### src/rtl/sbdft_pkg.sv
package sbdft_pkg;

  localparam int COEF_W = 16;
  localparam int LUT_AW = 6;

  typedef logic signed [COEF_W-1:0] coef_t;

  typedef struct packed {
    logic clearAll;
    logic capture;
    logic lastCapture;
  } dftCtl_t;

  // One quarter of the wave, 17 points: round(32767 * sin(k * pi / 32)).
  function automatic coef_t quarterSin(input logic [4:0] k);
    case (k)
      5'd0:    return 16'sd0;
      5'd1:    return 16'sd3212;
      5'd2:    return 16'sd6393;
      5'd3:    return 16'sd9512;
      5'd4:    return 16'sd12539;
      5'd5:    return 16'sd15446;
      5'd6:    return 16'sd18204;
      5'd7:    return 16'sd20787;
      5'd8:    return 16'sd23170;
      5'd9:    return 16'sd25329;
      5'd10:   return 16'sd27245;
      5'd11:   return 16'sd28898;
      5'd12:   return 16'sd30273;
      5'd13:   return 16'sd31356;
      5'd14:   return 16'sd32137;
      5'd15:   return 16'sd32609;
      default: return 16'sd32767;
    endcase
  endfunction

  // Full 64-point sine, folded from the quarter by quadrant.
  function automatic coef_t waveSin(input logic [LUT_AW-1:0] idx);
    logic [4:0] pos;
    pos = {1'b0, idx[3:0]};
    case (idx[5:4])
      2'd0:    return quarterSin(pos);
      2'd1:    return quarterSin(5'd16 - pos);
      2'd2:    return -quarterSin(pos);
      default: return -quarterSin(5'd16 - pos);
    endcase
  endfunction

  function automatic coef_t waveCos(input logic [LUT_AW-1:0] idx);
    return waveSin(idx + LUT_AW'(16));
  endfunction

endpackage

### src/rtl/sbdft_ctrl.sv
module sbdft_ctrl
  import sbdft_pkg::*;
#(
  parameter int CLK_DIV     = 16,
  parameter int NUM_SAMPLES = 1024
) (
  input  logic    clk,
  input  logic    rstN,
  input  logic    start,
  output logic    sampleStrobe,
  output dftCtl_t ctl
);

  localparam int DIV_W = $clog2(CLK_DIV);
  localparam int CNT_W = $clog2(NUM_SAMPLES);

  logic [DIV_W-1:0] divCnt;
  logic [CNT_W-1:0] sampleCnt;
  logic             collecting;

  always_comb begin
    sampleStrobe    = (divCnt == DIV_W'(CLK_DIV - 1));
    ctl.clearAll    = start;
    ctl.capture     = collecting & sampleStrobe & ~start;
    ctl.lastCapture = ctl.capture & (sampleCnt == CNT_W'(NUM_SAMPLES - 1));
  end

  always_ff @(posedge clk or negedge rstN) begin
    if (!rstN) begin
      divCnt     <= '0;
      sampleCnt  <= '0;
      collecting <= 1'b0;
    end else if (start) begin
      divCnt     <= '0;
      sampleCnt  <= '0;
      collecting <= 1'b1;
    end else begin
      divCnt <= sampleStrobe ? '0 : divCnt + 1'b1;
      if (ctl.capture) begin
        sampleCnt <= sampleCnt + 1'b1;
        if (ctl.lastCapture) collecting <= 1'b0;
      end
    end
  end

endmodule

### src/rtl/sbdft_datapath.sv
module sbdft_datapath
  import sbdft_pkg::*;
#(
  parameter int PHASE_W  = 27,
  parameter int SAMPLE_W = 12,
  parameter int RES_W    = 39
) (
  input  logic                       clk,
  input  logic                       rstN,
  input  dftCtl_t                    ctl,
  input  logic [PHASE_W-1:0]         excPhase,
  input  logic signed [SAMPLE_W-1:0] adcData,
  output logic                       done,
  output logic signed [RES_W-1:0]    resultRe,
  output logic signed [RES_W-1:0]    resultIm
);

  localparam int PROD_W    = SAMPLE_W + COEF_W;
  localparam int NUM_LANES = 2;

  logic [LUT_AW-1:0]          lutIdx;
  logic signed [SAMPLE_W-1:0] smpReg;
  logic                       capValid, capLast;
  logic                       prodValid, prodLast;
  logic signed [RES_W-1:0]    accArr [NUM_LANES];

  assign lutIdx = excPhase[PHASE_W-1 -: LUT_AW];

  // Stage control: capture -> multiply -> accumulate.
  always_ff @(posedge clk or negedge rstN) begin
    if (!rstN) begin
      smpReg    <= '0;
      capValid  <= 1'b0;
      capLast   <= 1'b0;
      prodValid <= 1'b0;
      prodLast  <= 1'b0;
      done      <= 1'b0;
    end else begin
      if (ctl.capture) smpReg <= adcData;
      capValid  <= ctl.capture & ~ctl.clearAll;
      capLast   <= ctl.lastCapture;
      prodValid <= capValid & ~ctl.clearAll;
      prodLast  <= capLast;
      done      <= prodValid & prodLast & ~ctl.clearAll;
    end
  end

  // Lane 0 correlates with cosine and adds; lane 1 with sine and subtracts.
  for (genvar ln = 0; ln < NUM_LANES; ln++) begin : gLane
    coef_t                    coefNow;
    coef_t                    coefReg;
    logic signed [PROD_W-1:0] prodReg;

    if (ln == 0) begin : gCos
      assign coefNow = waveCos(lutIdx);
    end else begin : gSin
      assign coefNow = waveSin(lutIdx);
    end

    always_ff @(posedge clk or negedge rstN) begin
      if (!rstN) begin
        coefReg <= '0;
        prodReg <= '0;
      end else begin
        if (ctl.capture) coefReg <= coefNow;
        prodReg <= PROD_W'(smpReg) * PROD_W'(coefReg);
      end
    end

    always_ff @(posedge clk or negedge rstN) begin
      if (!rstN) begin
        accArr[ln] <= '0;
      end else if (ctl.clearAll) begin
        accArr[ln] <= '0;
      end else if (prodValid) begin
        if (ln == 0) accArr[ln] <= accArr[ln] + RES_W'(prodReg);
        else         accArr[ln] <= accArr[ln] - RES_W'(prodReg);
      end
    end
  end

  assign resultRe = accArr[0];
  assign resultIm = accArr[1];

endmodule

### src/rtl/sbdft_correlator.sv
module sbdft_correlator
  import sbdft_pkg::*;
#(
  parameter int PHASE_W     = 27,
  parameter int SAMPLE_W    = 12,
  parameter int NUM_SAMPLES = 1024,
  parameter int CLK_DIV     = 16,
  localparam int RES_W      = SAMPLE_W + COEF_W + $clog2(NUM_SAMPLES) + 1
) (
  input  logic                       clk,
  input  logic                       rstN,
  input  logic                       start,
  input  logic [PHASE_W-1:0]         excPhase,
  input  logic signed [SAMPLE_W-1:0] adcData,
  output logic                       sampleStrobe,
  output logic                       done,
  output logic signed [RES_W-1:0]    resultRe,
  output logic signed [RES_W-1:0]    resultIm
);

  dftCtl_t ctl;

  sbdft_ctrl #(
    .CLK_DIV    (CLK_DIV),
    .NUM_SAMPLES(NUM_SAMPLES)
  ) uCtrl (
    .clk         (clk),
    .rstN        (rstN),
    .start       (start),
    .sampleStrobe(sampleStrobe),
    .ctl         (ctl)
  );

  sbdft_datapath #(
    .PHASE_W (PHASE_W),
    .SAMPLE_W(SAMPLE_W),
    .RES_W   (RES_W)
  ) uData (
    .clk     (clk),
    .rstN    (rstN),
    .ctl     (ctl),
    .excPhase(excPhase),
    .adcData (adcData),
    .done    (done),
    .resultRe(resultRe),
    .resultIm(resultIm)
  );

endmodule

### config.mk
export PLATFORM = sky130hd
export DESIGN_NAME = sbdft_correlator
export DESIGN_NICKNAME = d
export VERILOG_FILES = /design/src/rtl/sbdft_pkg.sv /design/src/rtl/sbdft_ctrl.sv /design/src/rtl/sbdft_datapath.sv /design/src/rtl/sbdft_correlator.sv
export SDC_FILE = /design/constraint.sdc
export NUM_CORES = 2
export LEC_CHECK = 0
export BUFFER_PORTS_ARGS = -buffer_cell sky130_fd_sc_hd__buf_2
export CORE_MARGIN = 2
export CORE_UTILIZATION = 65
export CTS_BUF_LIST = sky130_fd_sc_hd__clkbuf_8 sky130_fd_sc_hd__clkbuf_16
export DETAILED_ROUTE_END_ITERATION = 6
export PLACE_DENSITY = 0.87
export SYNTH_ARGS = -nofsm -noshare
export SYNTH_HDL_FRONTEND = slang
export SYNTH_SLANG_ARGS = --single-unit
### constraint.sdc
create_clock -name clk -period 7.05 [get_ports clk]
set_input_delay 0.705 -clock clk [delete_from_list [all_inputs] [get_ports clk]]
set_output_delay 0.705 -clock clk [all_outputs]
set_load 0.05 [all_outputs]
==> results.json <==
{
  "avgRoutedWirePerCell_um": 18.8,
  "cts_setup_buffers": 0,
  "synth_area_leaders": "fa_1, dfrtp_1, ha_1",
  "rsz0062_at_grt": "no",
  "post-route-period-util_pct": 91.7,
  "synth_top_area_share_pct": 26.3,
  "grt.total_usage_pct": 33.0,
  "coreArea_um2": 41700,
  "ys_types": 85,
  "power_density_nw_per_um2": 232,
  "cap_violations": 0,
  "ys_seq_area_share_pct": 18.2,
  "cts_tree": "done",
  "endpoint_kind": "flop",
  "grt_pass1_wl_um": 115000,
  "fillCellCount": 3146,
  "drc_errors": 0,
  "cp.buffers_inverters": 4,
  "clockBufferDepth": 2,
  "dieWidth_um": 209,
  "root_buffer": "clkbuf_16",
  "critPathSlowestCell": "dfrtp_1",
  "numPortBuffers": 100,
  "slew_viol_final": 0,
  "finalSetupTns_ns": 0,
  "synthArstFlopShare_pct": 100,
  "postRouteAntennaNets": 0,
  "vias": 22400,
  "clk_pin_slew_ns": 0.09,
  "hpwl_um": 53600,
  "grt_antenna_before_repair": 1,
  "clock_sinks": 198,
  "area_growth_pct": 5.27,
  "overflow": 0,
  "synth.ff_latch_count": 198,
  "outcome": "completed",
  "cts_hold_buf": 0,
  "rows": 75,
  "clkLatencyLatePin_ns": 0.51,
  "ctsResizeCount": 0,
  "place.gp.congestion": 0.963,
  "crit_family": "adder cells",
  "synthesis.nets": 3744,
  "wl_um": 69400,
  "drt-vias-per-instance": 6.07,
  "crit_chain": "buf_4 -> nand2_1 -> fa_1 -> inv_1 -> fa_1 -> fa_1 -> fa_1 -> inv_1 -> fa_1 -> inv_1 -> ha_1 -> a21oi_1 -> o31ai_1 -> o311ai_0 -> nand3_1 -> a31o_2 -> a21oi_1 -> xnor2_1",
  "leakage_nw": 14.6,
  "fin_crit_ns": 6.47,
  "ios": 122,
  "startpoint_type": "flop",
  "yosysWarnings": 0,
  "fin_skew_ns": 0.0173,
  "crit_required_ns": 7.49,
  "initialDrtViolationCount": 1761,
  "die-height_um": 209,
  "start_util_pct": 65.4,
  "finalSetupViolCount": 0,
  "h-tree-depth": 4,
  "grt_max_degree": 111,
  "crit_top_cell": "fa_1",
  "maxSlewHeadroom_pct": 21.4,
  "hold_violations": 0,
  "fin_nets": 3739,
  "critPathMaxFanout": 23,
  "worst_pin_slew_ns": 1.18,
  "max_freq_ghz": 0.155,
  "synth_top_flop_cell": "dfrtp_1",
  "die-area_um2": 43600,
  "hold_class": "in -> async",
  "first_pass_iters": 7,
  "netlist_area_um2": 27200,
  "grt_pass1_vias": 23200,
  "synth_top_cell_by_area": "fa_1",
  "arrival_ns": 6.91,
  "worstSetupPathType": "reg -> reg",
  "synth_cells": 3138,
  "crit_path_max_incr_delay_ns": 1.13,
  "holdWs_ns": 0.295,
  "final_core_util_pct": 68.8,
  "cts_made_buffers": 17,
  "synth_edf_count": 0,
  "drive_gt1_share_pct": 6.71,
  "vdd_drop_max_mv": 0.193,
  "syn_avg_cell_area_um2": 8.68
}
registers in the layout (all words and copies together), names as in the netlist:
| signal | cells |
|---|---|
| uData.capValid | 1 |
| uCtrl.divCnt | 4 |
| uData.smpReg | 12 |
| uData.resultRe | 39 |
| uData.prodLast | 1 |
| uData.prodValid | 1 |
| uData.gLane.prodReg | 56 |
| uData.gLane.coefReg | 32 |
| uData.capLast | 1 |
| uData.done | 1 |
| uData.resultIm | 39 |
| uCtrl.collecting | 1 |
| uCtrl.sampleCnt | 10 |
worst paths after layout:
| kind | cells past startpoint | slack (ns) | start | end |
|---|---|---|---|---|
| max | 18 | 0.58 | uData.smpReg[8]$_DFFE_PN0P_ | uData.gLane[1].prodReg[26]$_DFF_PN0_ |
| min | 1 | 0.29 | rstN | uData.resultIm[7]$_DFFE_PN0P_ |
| max reg2reg | 18 | 0.58 | uData.smpReg[8]$_DFFE_PN0P_ | uData.gLane[1].prodReg[26]$_DFF_PN0_ |
| min reg2reg | 1 | 0.46 | uData.prodLast$_DFF_PN0_ | uData.done$_DFF_PN0_ |
| max in group asynchronous | 2 | 5.44 | rstN | uData.prodValid$_DFF_PN0_ |
| min in group clk | 3 | 0.39 | adcData[10] | uData.smpReg[10]$_DFFE_PN0P_ |
layout make-up:
class                   count  area, µm²  share of cell area, %
clock buffers              18        439                   1.53
well taps                 539        674                   2.35
diodes                      1       2.50                0.00872
inverters                 477       1790                   6.24
flip-flops and latches    198       4960                   17.3
clock inverters            14        175                  0.611
repair buffers            130        734                   2.56
multi-input cells        2309      19900                   69.4
layer usage:
layer,global-route usage (%),vias to the layer above,part of all wire [%]
met5,0,-,0
met4,13.5,0,3.7
met2,56.1,927,49
met1,42.5,11000,42
li1,-,10200,-
met3,4.84,187,6.2
Yosys cell counts, types with 6 or more instances:
master     number
or3_1          16
mux2_2          7
or2_2           8
and2_1        131
mux2i_1        47
dfrtp_1       198
o211ai_1       11
nand3_1        47
buf_1          12
nor2b_1        26
a22o_1          6
inv_1         474
nand4b_1        6
a21boi_0        6
ha_1          206
a31o_2          7
nand4_1        11
a2111oi_0       7
o21bai_1       15
nor4b_1         9
nand2_1       424
clkbuf_1      135
nand2b_1       21
a21o_1         61
xnor2_1        82
a211oi_1       35
a31oi_1        28
o21ai_0       114
nor2_1        206
mux4_2          7
o31ai_1        20
a211o_1        12
and3_1         19
o21a_1         32
fa_1          358
and4_1          6
nor3_1         40
o22ai_1         6
xor2_1         34
a21oi_1       149
power breakdown:
part           switching [mW]  leakage (nW)  total [mW]  internal [mW]
Clock                   0.547         0.299        1.04          0.491
Sequential              0.197          2.60        1.52           1.33
Combinational            2.42          11.7        4.10           1.69
kinds of logic (layout without fill, tap and decap cells):
logic type,after synthesis,in the layout,share of synthesized area (%)
other,0,1,0
flip-flops,198,198,18.2
XOR/XNOR,116,116,3.73
adder cells (fa/ha/maj),564,564,35.8
multiplexers,61,61,2.59
buffers and inverters,631,639,8.78
AO/OA/AOI/OAI,566,566,13.6
AND/OR/NAND/NOR,1002,1002,17.4
worst register-to-register path, cell delays in order (launching register included):
cell and delay [ns]:
dfrtp_1 1.13, buf_4 0.36, nand2_1 0.10, fa_1 0.50, inv_1 0.06, fa_1 0.55, fa_1 0.42, fa_1 0.49
inv_1 0.05, fa_1 0.48, inv_1 0.04, ha_1 0.34, a21oi_1 0.16, o31ai_1 0.19, o311ai_0 0.72, nand3_1 0.22
a31o_2 0.29, a21oi_1 0.17, xnor2_1 0.13
per-stage QoR:
step | worst slack, ns | total power, mW | std cells | instance area, µm²
finish | 0.584 | 6.66 | 3686 | 28700
global route | 0.308 | 7.23 | 3686 | 28700
CTS | 0.676 | 6.62 | 3685 | 28700
detailed placement | 0.750 | 5.56 | 3653 | 28100
global placement | 0.893 | 5.34 | 3653 | 28100
floorplan | 1.72 | 4.59 | 3138 | 27200
layout by cell type (no fill, tap or decap), types with 11 or more instances in the layout:
cell type / count
a31oi_1: 28
nand2b_1: 21
mux2i_1: 47
nor2b_1: 26
a211oi_1: 35
and2_1: 131
xnor2_1: 82
buf_2: 99
a21o_1: 61
nor2_1: 205
nand2_1: 424
inv_1: 474
fa_1: 358
dfrtp_1: 197
nand4_1: 11
nand3_1: 47
a21oi_1: 149
clkbuf_16: 17
o21a_1: 32
o21bai_1: 15
a211o_1: 12
or3_1: 16
nor3_1: 40
o31ai_1: 20
ha_1: 206
and3_1: 19
xor2_1: 34
buf_4: 30
o211ai_1: 11
o21ai_0: 114
No activity file was read; power rests on OpenSTA's default activity.
